<file path="src/rtl/gs_pkg.sv">
package gs_pkg;
    typedef enum logic [2:0] {
        PH_OFF     = 3'd0,
        PH_WAIT_SW = 3'd1,
        PH_DLY_LS  = 3'd2,
        PH_LS_ON   = 3'd3,
        PH_WAIT_LG = 3'd4,
        PH_DLY_HS  = 3'd5,
        PH_HS_ON   = 3'd6
    } phase_e;

    typedef struct packed {
        phase_e ph;
        logic   hs;
        logic   ls;
    } seq_st_t;
endpackage

</file>
<file path="src/rtl/gs_sync.sv">
module gs_sync #(
    parameter int unsigned W = 1
) (
    input  logic         clk,
    input  logic         rst_n,
    input  logic [W-1:0] async_i,
    output logic [W-1:0] sync_o
);
    for (genvar i = 0; i < W; i++) begin : g_bit
        logic s1_d, s1_q, s2_d, s2_q;
        always_comb begin
            s1_d = async_i[i];
            s2_d = s1_q;
        end
        always_ff @(posedge clk) begin
            if (!rst_n) begin
                s1_q <= 1'b0;
                s2_q <= 1'b0;
            end else begin
                s1_q <= s1_d;
                s2_q <= s2_d;
            end
        end
        assign sync_o[i] = s2_q;
    end
endmodule

</file>
<file path="src/rtl/gs_dly_cnt.sv">
module gs_dly_cnt #(
    parameter int unsigned CW = 4
) (
    input  logic          clk,
    input  logic          rst_n,
    input  logic          load_i,
    input  logic [CW-1:0] load_val_i,
    output logic          zero_o
);
    logic [CW-1:0] cnt_d, cnt_q;

    always_comb begin
        cnt_d = cnt_q;
        if (load_i)
            cnt_d = load_val_i;
        else if (cnt_q != '0)
            cnt_d = cnt_q - 1'b1;
    end

    always_ff @(posedge clk) begin
        if (!rst_n) cnt_q <= '0;
        else        cnt_q <= cnt_d;
    end

    assign zero_o = (cnt_q == '0);
endmodule

</file>
<file path="src/rtl/gs_sequencer.sv">
module gs_sequencer
    import gs_pkg::*;
#(
    parameter int unsigned LS_DLY = 11,
    parameter int unsigned HS_DLY = 9,
    parameter int unsigned CW     = 4
) (
    input  logic          clk,
    input  logic          rst_n,
    input  logic          pwm_s,
    input  logic          en_s,
    input  logic          sok_s,
    input  logic          hot_s,
    input  logic          swl_s,
    input  logic          lgl_s,
    input  logic          cnt_zero_i,
    output logic          cnt_load_o,
    output logic [CW-1:0] cnt_val_o,
    output logic          hs_o,
    output logic          ls_o,
    output logic [2:0]    phase_o
);
    localparam logic [CW-1:0] LS_LOAD = CW'(LS_DLY - 1);
    localparam logic [CW-1:0] HS_LOAD = CW'(HS_DLY - 1);

    seq_st_t st_d, st_q;
    logic    force_off;

    always_comb begin
        force_off  = !en_s || !sok_s || hot_s;
        st_d       = st_q;
        cnt_load_o = 1'b0;
        cnt_val_o  = '0;
        if (force_off) begin
            st_d.ph = PH_OFF;
        end else begin
            case (st_q.ph)
                PH_OFF:     st_d.ph = pwm_s ? PH_WAIT_LG : PH_WAIT_SW;
                PH_WAIT_SW: begin
                    if (pwm_s) st_d.ph = PH_WAIT_LG;
                    else if (swl_s) begin
                        st_d.ph    = PH_DLY_LS;
                        cnt_load_o = 1'b1;
                        cnt_val_o  = LS_LOAD;
                    end
                end
                PH_DLY_LS: begin
                    if (pwm_s)           st_d.ph = PH_WAIT_LG;
                    else if (cnt_zero_i) st_d.ph = PH_LS_ON;
                end
                PH_LS_ON:   if (pwm_s) st_d.ph = PH_WAIT_LG;
                PH_WAIT_LG: begin
                    if (!pwm_s) st_d.ph = PH_WAIT_SW;
                    else if (lgl_s) begin
                        st_d.ph    = PH_DLY_HS;
                        cnt_load_o = 1'b1;
                        cnt_val_o  = HS_LOAD;
                    end
                end
                PH_DLY_HS: begin
                    if (!pwm_s)          st_d.ph = PH_WAIT_SW;
                    else if (cnt_zero_i) st_d.ph = PH_HS_ON;
                end
                PH_HS_ON:   if (!pwm_s) st_d.ph = PH_WAIT_SW;
                default:    st_d.ph = PH_OFF;
            endcase
        end
        st_d.hs = (st_d.ph == PH_HS_ON);
        st_d.ls = (st_d.ph == PH_LS_ON);
    end

    always_ff @(posedge clk) begin
        if (!rst_n) st_q <= '{ph: PH_OFF, hs: 1'b0, ls: 1'b0};
        else        st_q <= st_d;
    end

    assign hs_o    = st_q.hs;
    assign ls_o    = st_q.ls;
    assign phase_o = st_q.ph;


    p_gates_exclusive_r11: assert property (@(posedge clk) disable iff (!rst_n)
        !(hs_o && ls_o));
    // R3 (also covers R4, R5)
    p_force_clears_r3: assert property (@(posedge clk) disable iff (!rst_n)
        force_off |=> (!hs_o && !ls_o && phase_o == 3'd0));

    p_ls_waits_node_r6: assert property (@(posedge clk) disable iff (!rst_n)
        (phase_o == 3'd1 && !swl_s) |=> !ls_o);

    p_ls_after_delay_r7: assert property (@(posedge clk) disable iff (!rst_n)
        $rose(ls_o) |-> ($past(phase_o) == 3'd2 && $past(cnt_zero_i)));

    p_hs_after_delay_r9: assert property (@(posedge clk) disable iff (!rst_n)
        $rose(hs_o) |-> ($past(phase_o) == 3'd5 && $past(cnt_zero_i)));

    p_abort_hs_wait_r10: assert property (@(posedge clk) disable iff (!rst_n)
        (phase_o == 3'd5 && !pwm_s && !force_off) |=> (phase_o == 3'd1 && !hs_o));
endmodule

</file>
<file path="src/rtl/hb_gate_seq.sv">
module hb_gate_seq #(
    parameter int unsigned LS_DLY = 11,
    parameter int unsigned HS_DLY = 9
) (
    input  logic       clk,
    input  logic       rst_n,
    input  logic       pwm_i,
    input  logic       en_i,
    input  logic       supply_ok_i,
    input  logic       hot_i,
    input  logic       sw_low_i,
    input  logic       lg_low_i,
    output logic       hs_gate_o,
    output logic       ls_gate_o,
    output logic [2:0] phase_o
);
    localparam int unsigned MAXD = (LS_DLY > HS_DLY) ? LS_DLY : HS_DLY;
    localparam int unsigned CW   = $clog2(MAXD + 1);
    localparam int unsigned NIN  = 6;

    logic [NIN-1:0] raw_in, syn;
    logic           cnt_load, cnt_zero;
    logic [CW-1:0]  cnt_val;

    initial begin
        assert (LS_DLY >= 1 && HS_DLY >= 1);
    end

    assign raw_in = {hot_i, lg_low_i, sw_low_i, supply_ok_i, en_i, pwm_i};

    gs_sync #(.W(NIN)) u_sync (
        .clk(clk), .rst_n(rst_n), .async_i(raw_in), .sync_o(syn)
    );

    gs_dly_cnt #(.CW(CW)) u_cnt (
        .clk(clk), .rst_n(rst_n), .load_i(cnt_load),
        .load_val_i(cnt_val), .zero_o(cnt_zero)
    );

    gs_sequencer #(.LS_DLY(LS_DLY), .HS_DLY(HS_DLY), .CW(CW)) u_seq (
        .clk(clk), .rst_n(rst_n),
        .pwm_s(syn[0]), .en_s(syn[1]), .sok_s(syn[2]),
        .swl_s(syn[3]), .lgl_s(syn[4]), .hot_s(syn[5]),
        .cnt_zero_i(cnt_zero), .cnt_load_o(cnt_load), .cnt_val_o(cnt_val),
        .hs_o(hs_gate_o), .ls_o(ls_gate_o), .phase_o(phase_o)
    );
endmodule

</file>
<file path="config.mk">
export PLATFORM = sky130hd
export DESIGN_NAME = hb_gate_seq
export DESIGN_NICKNAME = d
export VERILOG_FILES = /design/src/rtl/gs_pkg.sv /design/src/rtl/gs_sync.sv /design/src/rtl/gs_dly_cnt.sv /design/src/rtl/gs_sequencer.sv /design/src/rtl/hb_gate_seq.sv
export SDC_FILE = /design/constraint.sdc
export NUM_CORES = 1
export LEC_CHECK = 0
export BUFFER_PORTS_ARGS = -buffer_cell sky130_fd_sc_hd__buf_2
export CORE_UTILIZATION = 30
export DETAILED_ROUTE_END_ITERATION = 16
export PLACE_DENSITY = 0.51
export SYNTH_ARGS = -nofsm -noshare
export SYNTH_HDL_FRONTEND = slang
export SYNTH_SLANG_ARGS = --single-unit
</file>
<file path="constraint.sdc">
create_clock -name clk -period 5.2 [get_ports clk]
set_input_delay 0.26 -clock clk [delete_from_list [all_inputs] [get_ports clk]]
set_output_delay 0.26 -clock clk [all_outputs]
set_load 0.02 [all_outputs]
</file>
# ---- Yosys cells after proc, flatten, opt, wreduce, memory -nomap -nowiden
# Index checks and enable logic that the tools add are counted.
dict set report word_totals {
  ff_bits 21
  latchBits 0
  ram_bits 0
  mem_bits_ro 0
  input_bits 8
  out_inout_bits 5
  word_cells 60
  mem_count 0
}
dict set report op_classes {
  addsub 1
  multipliers 0
  div_mod_pow 0
  n_lt_le_gt_ge 0
  n_eq_ne 8
  shifts 0
  n_mux 27
  bitwise 0
  n_reduce_logical 8
}
# operator count
set ops {}
lappend ops {{$mux W3} 12}
lappend ops {{$mux W4} 7}
lappend ops {{$pmux W3 S7} 1}
lappend ops {{$eq A3 B3 Y1 const B} 4}
lappend ops {{$eq A3 B2 Y1 const B} 3}
lappend ops {{$pmux W4 S2} 1}
lappend ops {{$mux W1} 5}
lappend ops {{$logic_not A4 Y1} 1}
lappend ops {{$reduce_bool A4 Y1} 1}
lappend ops {{$sub A4 B1 Y4 const B} 1}
lappend ops {{$eq A3 B1 Y1 const B} 1}
lappend ops {{$logic_not A3 Y1} 1}
lappend ops {{$logic_not A1 Y1} 2}
lappend ops {{$logic_or A1 B1 Y1} 2}
lappend ops {{$pmux W1 S2} 1}
lappend ops {{$reduce_bool A2 Y1} 1}

# ---- Logic depth before layout (Yosys ltp)
# Gate-level depths: netlist of run 1.
dict set report logic_depth {
  depth_word 6
  depth_mapped 7
  depth_no_buf 6
}

# ---- Cells and area by module
# A second synthesis of run 1 with hierarchy kept.
dict set report hier_totals {
  cells_unflattened 93
  area_unflattened_um2 925.9
}
# mod instances cells_each area_each_um2 seq_area_each_um2
set by_module_without_submodules {}
lappend by_module_without_submodules {gs_sync 1 31 381.6 240.2}
lappend by_module_without_submodules {gs_sequencer 1 39 314.1 100.1}
lappend by_module_without_submodules {gs_dly_cnt 1 23 230.2 80.1}

# ---- Worst setup path before layout of run 1
# OpenSTA, ideal clock, no wires.
dict set report synth_path {
  kind {register to register}
  from {register u_cnt.cnt_q[0]}
  to {register u_seq.st_q (netlist bit u_seq.ls_o)}
  setup_ns 0.128
  arrival_ns 1.506
  t_required_ns 5.072
  slack_ns 3.567
  path_stages_with_launch 8
  path_buffers 1
  period_less_slack_ns 1.633
  cell_sequence {dfxtp_1 -> inv_1 -> ha_1 -> or3b_1 -> buf_6 -> and4b_4 -> a311oi_2 -> a21oi_1}
}
dict set report synth_between {
  elab_chain_cells 6
  word_cells_on_any_way 8
  classes_between {eq/ne: 1; mux: 6; reduce/logical: 1}
}
# item line
set synth_rtl {}
lappend synth_rtl {{start, declared} gs_dly_cnt.sv:10} ;# logic [CW-1:0] cnt_d, cnt_q;
lappend synth_rtl {{start signal, assigned} gs_dly_cnt.sv:22} ;# else cnt_q <= cnt_d;
lappend synth_rtl {{$logic_not A4 Y1 (*)} gs_dly_cnt.sv:25} ;# assign zero_o = (cnt_q == '0);
lappend synth_rtl {{$mux W3, on equally long branches} {gs_sequencer.sv:62, gs_sequencer.sv:49}}
lappend synth_rtl {{$mux W3, on equally long branches} {gs_sequencer.sv:61, gs_sequencer.sv:48}}
lappend synth_rtl {{$pmux W3 S7 (*)} gs_sequencer.sv:37} ;# case (st_q.ph)
lappend synth_rtl {{$mux W3 (*)} gs_sequencer.sv:34} ;# if (force_off) begin
lappend synth_rtl {{$eq A3 B2 Y1 (*)} gs_sequencer.sv:69} ;# st_d.ls = (st_d.ph == PH_LS_ON);
lappend synth_rtl {{end signal, assigned} gs_sequencer.sv:73} ;# if (!rst_n) st_q <= '{ph: PH_OFF, hs: 1'b0, ls: 1'b0};
lappend synth_rtl {{end signal, assigned} gs_sequencer.sv:74} ;# else st_q <= st_d;
lappend synth_rtl {{end, declared} gs_sequencer.sv:26} ;# seq_st_t st_d, st_q;
# Mark *: on every way between the ends. The rest lies on a longest branch, timed or not.
# A chain may end at the register's enable or synchronous reset.

# ---- Worst setup path after layout of run 1
# Ends and elaborated chain as after synthesis.

==> results.json, run 1 <==
{
  "initial_core_util": 0.3185,
  "core-area_um2": 2758,
  "p_switching_mw": 0.1057,
  "finalCriticalPeriod_ps": 1750,
  "min_delay_path_depth": 2,
  "max_clock_freq_mhz": 571.4,
  "ys_async_sr_fraction": 0,
  "yosys.cell_types.count": 38,
  "detailedRoute.firstPassIterationCount": 2,
  "ctsLongestPathBuffers": 2,
  "cts_resized": 0,
  "fin_worst_skew_ps": 1.108,
  "worst_hold_path_type": "input pin to register",
  "finalWorstSetupSlack_ps": 3450,
  "critical_path_required_ps": 5390,
  "synth-simple-area-share": 0.3148,
  "synth_xor_xnor_area_share": 0.01994,
  "cts_setup_buffers": 0,
  "floorplan.io_pins": 13,
  "worst_slew_pin_slew_ps": 429.6,
  "report.final.setup_viol": 0,
  "num_vias": 618,
  "synth_largest_area_cell": "sky130_fd_sc_hd__dfxtp_1",
  "rsz0062_at_grt": "no",
  "clock_tree.htree_level_count": 1,
  "reg2reg_depth": 6,
  "antenna_found_initial": 0,
  "cellInternalPower_mw": 0.2520,
  "muxShareOfSynthArea": 0,
  "drive_gt1_frac": 0.2200,
  "gp_routability_congestion": 0.7426,
  "drv_cap": 0,
  "power.clock.fraction": 0.220,
  "globalRouteOverflowTotal": 0,
  "static-leakage-power_nw": 0.3920,
  "power_per_cell_area_nw_per_um2": 366.9,
  "num-nets-final": 110,
  "synthCells": 89,
  "post_synth_edffs": 0,
  "wl_um": 1386,
  "clock_latency_ps": 300,
  "crit_chain": "inv_1, ha_1, or3b_1, and4b_4, a311oi_2, a21oi_1",
  "filler_cell_count": 293,
  "avg_synthesized_cell_area_um2": 9.869,
  "final_util": 0.3534,
  "switching_portion_of_total_power": 0.2955,
  "crit_path_end_kind": "register",
  "ctsRootBufferMaster": "sky130_fd_sc_hd__clkbuf_4",
  "drc": 0,
  "critPathSlowestCell": "sky130_fd_sc_hd__or3b_1",
  "part_of_the_total_power_dissipated_in_sequential_elements": 0.534,
  "synth_area_in_compound_gates": 0.1225,
  "critical_path.startpoint_type": "register",
  "yosys.area.top_type_share": 0.4786,
  "vias_per_cell": 4.718,
  "setup_total_negative_slack_ps": 0,
  "synth_top_family_by_area": "simple AND/OR/NAND/NOR gates",
  "layout_area_overhead_pct": 10.97,
  "grt_pass1_wl_um": 2408,
  "numPortBuffers": 12,
  "hold_path_startpoint": "hot_i",
  "die_h_um": 56.11,
  "critPathMaxStageDelay_ps": 460,
  "max-vdd-ir-drop_mv": 0.2158,
  "dp_area_um2": 944.7,
  "slew_violations": 0,
  "timing.final.hold_violations": 0,
  "drtIter0Drc": 3,
  "critical_path_peak_fanout": 6,
  "antenna_violating_nets_left": 0,
  "largest_net_degree_at_the_start_of_global_routing": 17,
  "r2r_setup_slack_ps": 3450,
  "timing.final.crit_share": 0.3365,
  "reg2reg_to": "u_seq.ls_o$_SDFF_PN0_",
  "synth_adder_area_share": 0.01425,
  "fin_total_pwr_mw": 0.3576,
  "worst_setup_hold_path_clk_slew_ps": 120,
  "holdPathEnd": "u_sync.g_bit[5].s1_q$_SDFF_PN0_",
  "worst-setup-path-type": "register to register",
  "drt-wirelength-per-cell_um": 10.58,
  "holdBufCountCts": 0,
  "share_of_synthesized_area_occupied_by_flip_flops_and_latches": 0.4786,
  "power.combinational.fraction": 0.246,
  "critical-path-top-delay-family": "simple AND/OR/NAND/NOR gates",
  "die_x_um": 56.11,
  "synth_seq_cells": 21,
  "number_of_buffers_added_by_the_clock_tree_synthesis_step": 3,
  "cp_num_buf_inv": 1,
  "design.die.area_um2": 3148,
  "synth.top_cells.by_area": "sky130_fd_sc_hd__dfxtp_1, sky130_fd_sc_hd__and2_1, sky130_fd_sc_hd__a21oi_1, sky130_fd_sc_hd__nand2_1, sky130_fd_sc_hd__nor2_1",
  "pre_cts_setup_slack_ps": 3449,
  "placementRows": 19,
  "syn-num-nets": 98,
  "tritoncts": "yes",
  "layout.cell_area.non_filler_um2": 974.7,
  "detailed_place_hpwl_um": 1015,
  "arrival_ps": 1940,
  "clkSinkCount": 21,
  "gr-usage-all-layers": 0.09654,
  "ys.flop_type": "sky130_fd_sc_hd__dfxtp_1",
  "syn_warnings": 0,
  "netlist_area_um2": 878.3,
  "slew_headroom": 0.7099,
  "via_count_of_the_first_global_routing_pass": 553,
  "status": "finished, final reports clean",
  "critical_path.reg2reg.startpoint": "u_cnt.cnt_q[0]$_SDFFE_PN0P_",
  "diodes": 0
}
synth_stat cells (2+ instances only):
library cell,instances
sky130_fd_sc_hd__dfxtp_1,21
sky130_fd_sc_hd__and2_1,12
sky130_fd_sc_hd__nand2_1,6
sky130_fd_sc_hd__nor2_1,6
sky130_fd_sc_hd__a21oi_1,5
sky130_fd_sc_hd__inv_1,3
sky130_fd_sc_hd__a21boi_1,2
sky130_fd_sc_hd__clkbuf_2,2
sky130_fd_sc_hd__nor3_1,2
sky130_fd_sc_hd__o21ai_0,2
logic make-up (layout without fill, tap and decap cells):
kind of cell               after synthesis  after routing
AOI/OAI and AO/OA                       15             15
xor gates and xnor gates                 2              2
adders and majority gates                1              1
buffers and inverters                    8             19
DFF                                     21             21
and+or+nand+nor                         42             42
sequential cells by signal, indices dropped and copies added, names as in the netlist:
name               flops
u_sync.g_bit.s1_q      6
u_sync.g_bit.s2_q      6
u_cnt.cnt_q            4
u_seq.phase_o          3
u_seq.hs_o             1
u_seq.ls_o             1
per-layer routing:
metal | track usage | routed length, um | vias to the layer above | part of all wire
met5 | 0 | 0 | - | 0
met4 | 0.02091 | 13 | 0 | 0.0094
met3 | 0.04186 | 59 | 2 | 0.043
met2 | 0.1565 | 646 | 11 | 0.47
met1 | 0.1188 | 666 | 272 | 0.48
li1 | - | - | 333 | -
layout make-up:
cell class,instances,area (um2),area share
Sequential cell,21,420.4,0.4313
Multi-Input combinational cell,60,414.1,0.4249
Timing Repair Buffer,12,60.06,0.06162
Tap cell,31,38.79,0.03979
Clock buffer,3,22.52,0.02311
Inverter,3,11.26,0.01155
Clock inverter,1,7.507,0.007702
cells in the final DEF (no fill, tap or decap), drive strengths merged, types with 2 or more instances in the layout:
cell type,n
inv,3
and4bb,2
buf,12
and4b,2
or3b,2
clkbuf,3
nand2,6
o21ai,2
nor3,2
a21boi,3
and2,13
nor2,6
dfxtp,21
a21oi,5
how the worst max path moves through the flow:
stage | start | endpoint | slack, ps | depth (start not counted)
final | u_cnt.cnt_q[0]$_SDFFE_PN0P_ | u_seq.ls_o$_SDFF_PN0_ | 3450 | 6
after global routing | u_cnt.cnt_q[0]$_SDFFE_PN0P_ | u_seq.phase_o[0]$_SDFF_PN0_ | 3330 | 6
after CTS | u_cnt.cnt_q[0]$_SDFFE_PN0P_ | u_seq.ls_o$_SDFF_PN0_ | 3430 | 6
after detailed placement | u_cnt.cnt_q[0]$_SDFFE_PN0P_ | u_seq.ls_o$_SDFF_PN0_ | 3450 | 6
after global placement | u_cnt.cnt_q[0]$_SDFFE_PN0P_ | u_seq.ls_o$_SDFF_PN0_ | 3530 | 6
after floorplan | u_cnt.cnt_q[0]$_SDFFE_PN0P_ | u_seq.ls_o$_SDFF_PN0_ | 3570 | 7
power by group through the flow:
stage / Clock (mW) / Combinational (mW) / Sequential [mW]
2_1_floorplan: 0 / 0.0850 / 0.191
3_3_place_gp: 0 / 0.0859 / 0.194
3_5_place_dp: 0 / 0.0873 / 0.195
4_1_cts: 0.0837 / 0.0884 / 0.191
5_1_grt: 0.0912 / 0.0989 / 0.194
6_report: 0.0786 / 0.0881 / 0.191
per-stage QoR:
stage / hold WS, ps / instances
2_1_floorplan: 381.7 / 89
3_3_place_gp: 417.3 / 127
3_5_place_dp: 423.8 / 127
4_1_cts: 140.2 / 131
5_1_grt: 131.0 / 131
6_report: 153.7 / 131
(Power assumes the default switching activity.)
==> inputs of run 2 (changes only) <==
Settings changed: ABC_AREA set to 1, PLACE_DENSITY 0.51 to 0.53.
Clock period 5.2 ns to 1.6 ns, I/O delays scaled along.
==> run 2 against run 1 <==
Critical path depth is 2 higher. Non-clock buffer count grew 6. Clock-buffer cell count unchanged. Fmax is 33% higher. Worst setup slack got worse by 3200 ps. Flip-flop and latch count unchanged. Sequential share of layout area decreased by 2.8 points. Synthesized cell count increased by 42%. First-iteration DRC count grew to 6.7 times the previous value. Register-to-register slack worse by 3200 ps. Largest cell class unchanged. Clock skew grew 2.9 ps. Synthesized area shrank 2.3%.
==> results.json, run 2 <==
{
  "static-leakage-power_nw": 0.5898,
  "cts_resized": 0,
  "worst_setup_hold_path_clk_slew_ps": 120,
  "vias_per_cell": 4.292,
  "synth_seq_cells": 21,
  "crit_path_end_kind": "register",
  "reg2reg_to": "u_seq.ls_o$_SDFF_PN0_",
  "worst_slew_pin_slew_ps": 269.5,
  "drv_cap": 0,
  "yosys.cell_types.count": 14,
  "largest_net_degree_at_the_start_of_global_routing": 16,
  "reg2reg_depth": 8,
  "avg_synthesized_cell_area_um2": 6.812,
  "layout_commonest_cell": "sky130_fd_sc_hd__nand2_1",
  "numPortBuffers": 12,
  "worst_hold_path_type": "input pin to register",
  "min_delay_path_depth": 3,
  "antenna_violating_nets_left": 0,
  "via_count_of_the_first_global_routing_pass": 627,
  "critical_path.reg2reg.startpoint": "u_cnt.cnt_q[0]$_SDFFE_PN0P_",
  "detailed_place_hpwl_um": 1073,
  "report.final.setup_viol": 0,
  "gp_routability_congestion": 0.8874,
  "gr-usage-all-layers": 0.1054,
  "rsz0062_at_grt": "no",
  "synth_largest_area_cell": "sky130_fd_sc_hd__dfxtp_1",
  "critical_path_peak_fanout": 6,
  "die_h_um": 55.49,
  "max-vdd-ir-drop_mv": 0.7023,
  "syn-num-nets": 135,
  "clkSinkCount": 21,
  "setup_total_negative_slack_ps": 0,
  "core-area_um2": 2734,
  "fin_worst_skew_ps": 3.975,
  "clock_latency_ps": 310,
  "finalCriticalPeriod_ps": 1313,
  "floorplan.io_pins": 13,
  "holdBufCountCts": 6,
  "power_per_cell_area_nw_per_um2": 1109,
  "globalRouteOverflowTotal": 0,
  "critical_path_required_ps": 1820,
  "post_synth_edffs": 0,
  "num-nets-final": 157,
  "ctsRootBufferMaster": "sky130_fd_sc_hd__clkbuf_4",
  "design.die.area_um2": 3079,
  "drc": 0,
  "yosys.area.top_type_share": 0.4898,
  "detailedRoute.firstPassIterationCount": 4,
  "synth_most_common_cell": "sky130_fd_sc_hd__nand2_1",
  "slew_violations": 0,
  "initial_core_util": 0.3140,
  "layout_area_overhead_pct": 21.57,
  "diodes": 0,
  "synth.top_cells.by_area": "sky130_fd_sc_hd__dfxtp_1, sky130_fd_sc_hd__nand2_1, sky130_fd_sc_hd__inv_1, sky130_fd_sc_hd__nor2_1, sky130_fd_sc_hd__nand3_1",
  "ys_async_sr_fraction": 0,
  "cts_setup_buffers": 0,
  "critical_path.startpoint_type": "register",
  "ctsLongestPathBuffers": 2,
  "hold_path_startpoint": "rst_n",
  "netlist_area_um2": 858.3,
  "syn_warnings": 0,
  "timing.final.crit_share": 0.8208,
  "commonest_non_fill_non_tap_cells_in_the_layout": "sky130_fd_sc_hd__nand2_1, sky130_fd_sc_hd__inv_1, sky130_fd_sc_hd__dfxtp_1, sky130_fd_sc_hd__nor2_1, sky130_fd_sc_hd__buf_2",
  "drive_gt1_frac": 0.1088,
  "finalWorstSetupSlack_ps": 286.7,
  "num_vias": 764,
  "placementRows": 19,
  "max_clock_freq_mhz": 761.5,
  "r2r_setup_slack_ps": 290,
  "antenna_found_initial": 0,
  "worst-setup-path-type": "register to register",
  "arrival_ps": 1530,
  "slew_headroom": 0.8201,
  "die_x_um": 55.49,
  "drt-wirelength-per-cell_um": 8.404,
  "timing.final.hold_violations": 0,
  "status": "finished, final reports clean",
  "share_of_synthesized_area_occupied_by_flip_flops_and_latches": 0.4898,
  "reg_top3": "u_sync.g_bit.s1_q: 6 flops, u_sync.g_bit.s2_q: 6 flops, u_cnt.cnt_q: 4 flops",
  "pre_cts_setup_slack_ps": 295.9,
  "tritoncts": "yes",
  "clock_tree.htree_level_count": 1,
  "number_of_buffers_added_by_the_clock_tree_synthesis_step": 3,
  "synth_commonest_cells": "sky130_fd_sc_hd__nand2_1, sky130_fd_sc_hd__inv_1, sky130_fd_sc_hd__dfxtp_1",
  "ys.flop_type": "sky130_fd_sc_hd__dfxtp_1",
  "holdPathEnd": "u_sync.g_bit[1].s2_q$_SDFF_PN0_",
  "wl_um": 1496,
  "drtIter0Drc": 20,
  "grt_pass1_wl_um": 2435,
  "synthCells": 126
}
==> run 2: cell count changes in the layout (fill, tap and decap cells not counted), sizes merged, moves of 6 or more <==
cell         delta
and2           -13
dlygate4sd3     +6
inv            +25
nand2          +30
nand3          +11
nor2           +13
==> run 2: final cells by class <==
| type | instances | area [um2] |
|---|---|---|
| fillers | 283 | 1690 |
| clock inverters | 1 | 7.507 |
| clock buffers | 3 | 22.52 |
| well taps | 31 | 38.79 |
| multi-input cells | 76 | 329.1 |
| flip-flops and latches | 21 | 420.4 |
| inverters | 28 | 105.1 |
| repair buffers | 18 | 120.1 |
==> run 2: where the power goes <==
part	internal [mW]	switching, mW	total [mW]
Clock	0.0955	0.169	0.264
Sequential	0.572	0.0200	0.592
Combinational	0.123	0.178	0.301
Total	0.790	0.367	1.16
==> run 2: cell families (layout without fill, tap and decap cells) <==
group | after synthesis | count (layout) | share of synthesized area
xor gates and xnor gates | 2 | 2 | 0.02041
and+or+nand+nor | 68 | 68 | 0.3178
DFF | 21 | 21 | 0.4898
buffers and inverters | 29 | 50 | 0.1268
adders and majority gates | 1 | 1 | 0.01457
AOI/OAI and AO/OA | 5 | 5 | 0.03061
==> run 2: worst max path at each step <==
stage                                start                    end  depth (start not counted)
2_1_floorplan  u_cnt.cnt_q[0]$_SDFFE_PN0P_  u_seq.ls_o$_SDFF_PN0_                          9
3_3_place_gp   u_cnt.cnt_q[0]$_SDFFE_PN0P_  u_seq.ls_o$_SDFF_PN0_                          8
3_5_place_dp   u_cnt.cnt_q[0]$_SDFFE_PN0P_  u_seq.ls_o$_SDFF_PN0_                          8
4_1_cts        u_cnt.cnt_q[0]$_SDFFE_PN0P_  u_seq.ls_o$_SDFF_PN0_                          8
5_1_grt        u_cnt.cnt_q[0]$_SDFFE_PN0P_  u_seq.ls_o$_SDFF_PN0_                          8
6_report       u_cnt.cnt_q[0]$_SDFFE_PN0P_  u_seq.ls_o$_SDFF_PN0_                          8
==> run 2: per-stage QoR <==
| stage | power [mW] | area [um2] | hold slack, ps | cells | util |
|---|---|---|---|---|---|
| after detailed placement | 0.8939 | 953.4 | 264.1 | 168 | 0.3487 |
| after global placement | 0.8835 | 953.4 | 259.5 | 168 | 0.3487 |
| final | 1.157 | 1044 | 95.28 | 178 | 0.3817 |
| after global routing | 1.236 | 1044 | 92.69 | 178 | 0.3817 |
| after CTS | 1.169 | 1044 | 92.09 | 178 | 0.3817 |
| after floorplan | 0.8369 | 858.3 | 173.5 | 126 | - |
==> run 2: worst max-delay path, stage by stage, from the launching register on <==
cell and delay, ps:
sky130_fd_sc_hd__dfxtp_1 350, sky130_fd_sc_hd__inv_1 60, sky130_fd_sc_hd__ha_1 230, sky130_fd_sc_hd__nand3_1 210, sky130_fd_sc_hd__nor2_1 80, sky130_fd_sc_hd__nor2_1 130
sky130_fd_sc_hd__nand3_1 80, sky130_fd_sc_hd__nand2_1 60, sky130_fd_sc_hd__nor2_1 30
==> run 2: routing by layer <==
metal	track usage	part of all wire
met5	0	0
met4	0.06786	0.022
met3	0.04918	0.045
met2	0.1704	0.44
met1	0.1093	0.50
==> inputs of run 3 (changes only) <==
Clock period 1.6 ns to 1.17 ns, I/O delays scaled along.
==> run 3 against run 2 <==
The run now ends with setup timing left. Combinational power rose to 2.6 times the previous value. Flip-flop and latch count did not move. Clock-buffer cell count did not move. Via count rose by 2.1%. Register-to-register slack got worse by 330 ps. Critical endpoint is now u_cnt.cnt_q[3]$_SDFFE_PN0P_.
==> results.json, run 3 (same netlist as run 2, synthesis figures left out) <==
{
  "sequential_cell_area_um2": 431.7,
  "rsz0062_at_grt": "yes",
  "antenna_violating_nets_left": 0,
  "crit_chain": "inv_4, buf_4, buf_6, buf_4, nand3_2, xor2_1, a21oi_1, nor2_1",
  "fin_worst_skew_ps": 3.716,
  "min_delay_path_depth": 3,
  "die_h_um": 55.49,
  "num_vias": 780,
  "finalWorstSetupSlack_ps": -41.89,
  "gp_routability_congestion": 0.8703,
  "cpMostUsedCell": "sky130_fd_sc_hd__buf_4",
  "max-vdd-ir-drop_mv": 0.9286,
  "placementRows": 19,
  "timing.final.hold_violations": 0,
  "diodes": 0,
  "gr-usage-all-layers": 0.1267,
  "ctsLongestPathBuffers": 2,
  "dp.cells": 172,
  "num-nets-final": 165,
  "design.die.area_um2": 3079,
  "core-area_um2": 2734,
  "critical_path_peak_fanout": 2,
  "critPathMaxStageDelay_ps": 360,
  "multiInputGateArea_um2": 394.1,
  "die_x_um": 55.49,
  "crit_path_end_kind": "register",
  "tritoncts": "yes",
  "globalRouteOverflowTotal": 0,
  "antenna_found_initial": 0,
  "via_count_of_the_first_global_routing_pass": 734,
  "numPortBuffers": 12,
  "largest_net_degree_at_the_start_of_global_routing": 15,
  "max_clock_freq_mhz": 825.2,
  "worst_hold_path_type": "input pin to register",
  "power_per_cell_area_nw_per_um2": 1655,
  "commonest_non_fill_non_tap_cells_in_the_layout": "sky130_fd_sc_hd__nand2_1, sky130_fd_sc_hd__inv_1, sky130_fd_sc_hd__dfxtp_1, sky130_fd_sc_hd__nor2_1, sky130_fd_sc_hd__buf_2",
  "worst-setup-path-type": "register to register",
  "r2r_setup_slack_ps": -40,
  "detailedRoute.firstPassIterationCount": 4,
  "drive_gt1_frac": 0.2774,
  "reg2reg_depth": 8,
  "reg_top3": "u_sync.g_bit.s1_q: 6 flops, u_sync.g_bit.s2_q: 6 flops, u_cnt.cnt_q: 4 flops",
  "fin_total_pwr_mw": 1.962,
  "drv_cap": 0,
  "slew_violations": 0,
  "critPathSlowestCell": "sky130_fd_sc_hd__dfxtp_2",
  "setup_total_negative_slack_ps": -76.12,
  "clkSinkCount": 21,
  "layout_commonest_cell": "sky130_fd_sc_hd__nand2_1",
  "arrival_ps": 1430,
  "grt_pass1_wl_um": 2987,
  "initial_core_util": 0.3140,
  "floorplan.io_pins": 13,
  "report.final.setup_viol": 2,
  "critical_path_required_ps": 1390,
  "detailed_place_hpwl_um": 1125,
  "drt-wirelength-per-cell_um": 9.328,
  "filler_cell_count": 289,
  "worst_setup_hold_path_clk_slew_ps": 120,
  "clock_tree.htree_level_count": 1,
  "layout_area_overhead_pct": 38.19,
  "timing.final.crit_share": 1.036,
  "wl_um": 1735,
  "slew_headroom": 0.8591,
  "vias_per_cell": 4.194,
  "drc": 0,
  "finalCriticalPeriod_ps": 1212,
  "critical_path.startpoint_type": "register",
  "failed_checks": "setup timing",
  "clock_latency_ps": 310,
  "static-leakage-power_nw": 0.6434,
  "drtIter0Drc": 12,
  "finalNonFillerCells": 186,
  "worst_slew_pin_slew_ps": 211.1,
  "status": "finished, violations left",
  "ctsRootBufferMaster": "sky130_fd_sc_hd__clkbuf_4",
  "number_of_buffers_added_by_the_clock_tree_synthesis_step": 3
}
## run 3: cell types whose count changed in the layout (fill, tap and decap cells not counted), sizes merged
cell	change
buf	+8
## run 3: layer usage
metal,up-vias,wire (um),global-route usage
met1,334,816,0.1507
met4,0,26,0.05714
met5,-,0,0
met2,12,827,0.1997
li1,430,-,-
met3,4,65,0.05152
## run 3: path summary, 6_finish.rpt
kind	start	to
worst min-delay path	rst_n	u_cnt.cnt_q[3]$_SDFFE_PN0P_
worst max register to register	u_cnt.cnt_q[0]$_SDFFE_PN0P_	u_cnt.cnt_q[3]$_SDFFE_PN0P_
worst min register to register	u_sync.g_bit[4].s1_q$_SDFF_PN0_	u_sync.g_bit[4].s2_q$_SDFF_PN0_
worst max-delay path	u_cnt.cnt_q[0]$_SDFFE_PN0P_	u_cnt.cnt_q[3]$_SDFFE_PN0P_
## run 3: critical path, delay by kind of cell (launching register included)
kind	cells	cell delay [ps]
XOR/XNOR	1	150
buffers and inverters	4	340
flip-flops	1	360
AO/OA/AOI/OAI	1	160
AND/OR/NAND/NOR	2	110
## run 3: power breakdown
group,switching (mW),leakage [nW],internal [mW],total (mW)
Sequential,0.0431,0.175,0.783,0.826
Combinational,0.382,0.454,0.388,0.770
Clock,0.236,0.0139,0.131,0.366
## run 3: final cells by class
class | count | area share
Inverter | 28 | 0.09072
Timing Repair Buffer | 26 | 0.1551
Multi-Input combinational cell | 76 | 0.3323
Sequential cell | 21 | 0.3639
Tap cell | 31 | 0.03270
Clock buffer | 3 | 0.01899
Clock inverter | 1 | 0.006329
## run 3: metrics by stage
step / utilization / cell area [um2] / setup WS (ps) / hold WS, ps
6_report: 0.4339 / 1186 / -41.89 / 42.82
5_1_grt: 0.4339 / 1186 / -103.1 / 45.00
4_1_cts: 0.4119 / 1126 / -40.46 / 30.01
3_5_place_dp: 0.3634 / 993.5 / -91.87 / 243.3
3_3_place_gp: 0.3634 / 993.5 / -25.93 / 238.5
2_1_floorplan: - / 868.3 / 2.216 / 152.0
## run 3: repair_timing
item / CTS / global route
endpoints found under the hold margin: 6 / 0
resized for setup: 7 / 18
hold buffers: 6 / 0
endpoints found under the setup margin: 4 / 9
pin swaps: 6 / 9
buffers inserted: 3 / 1
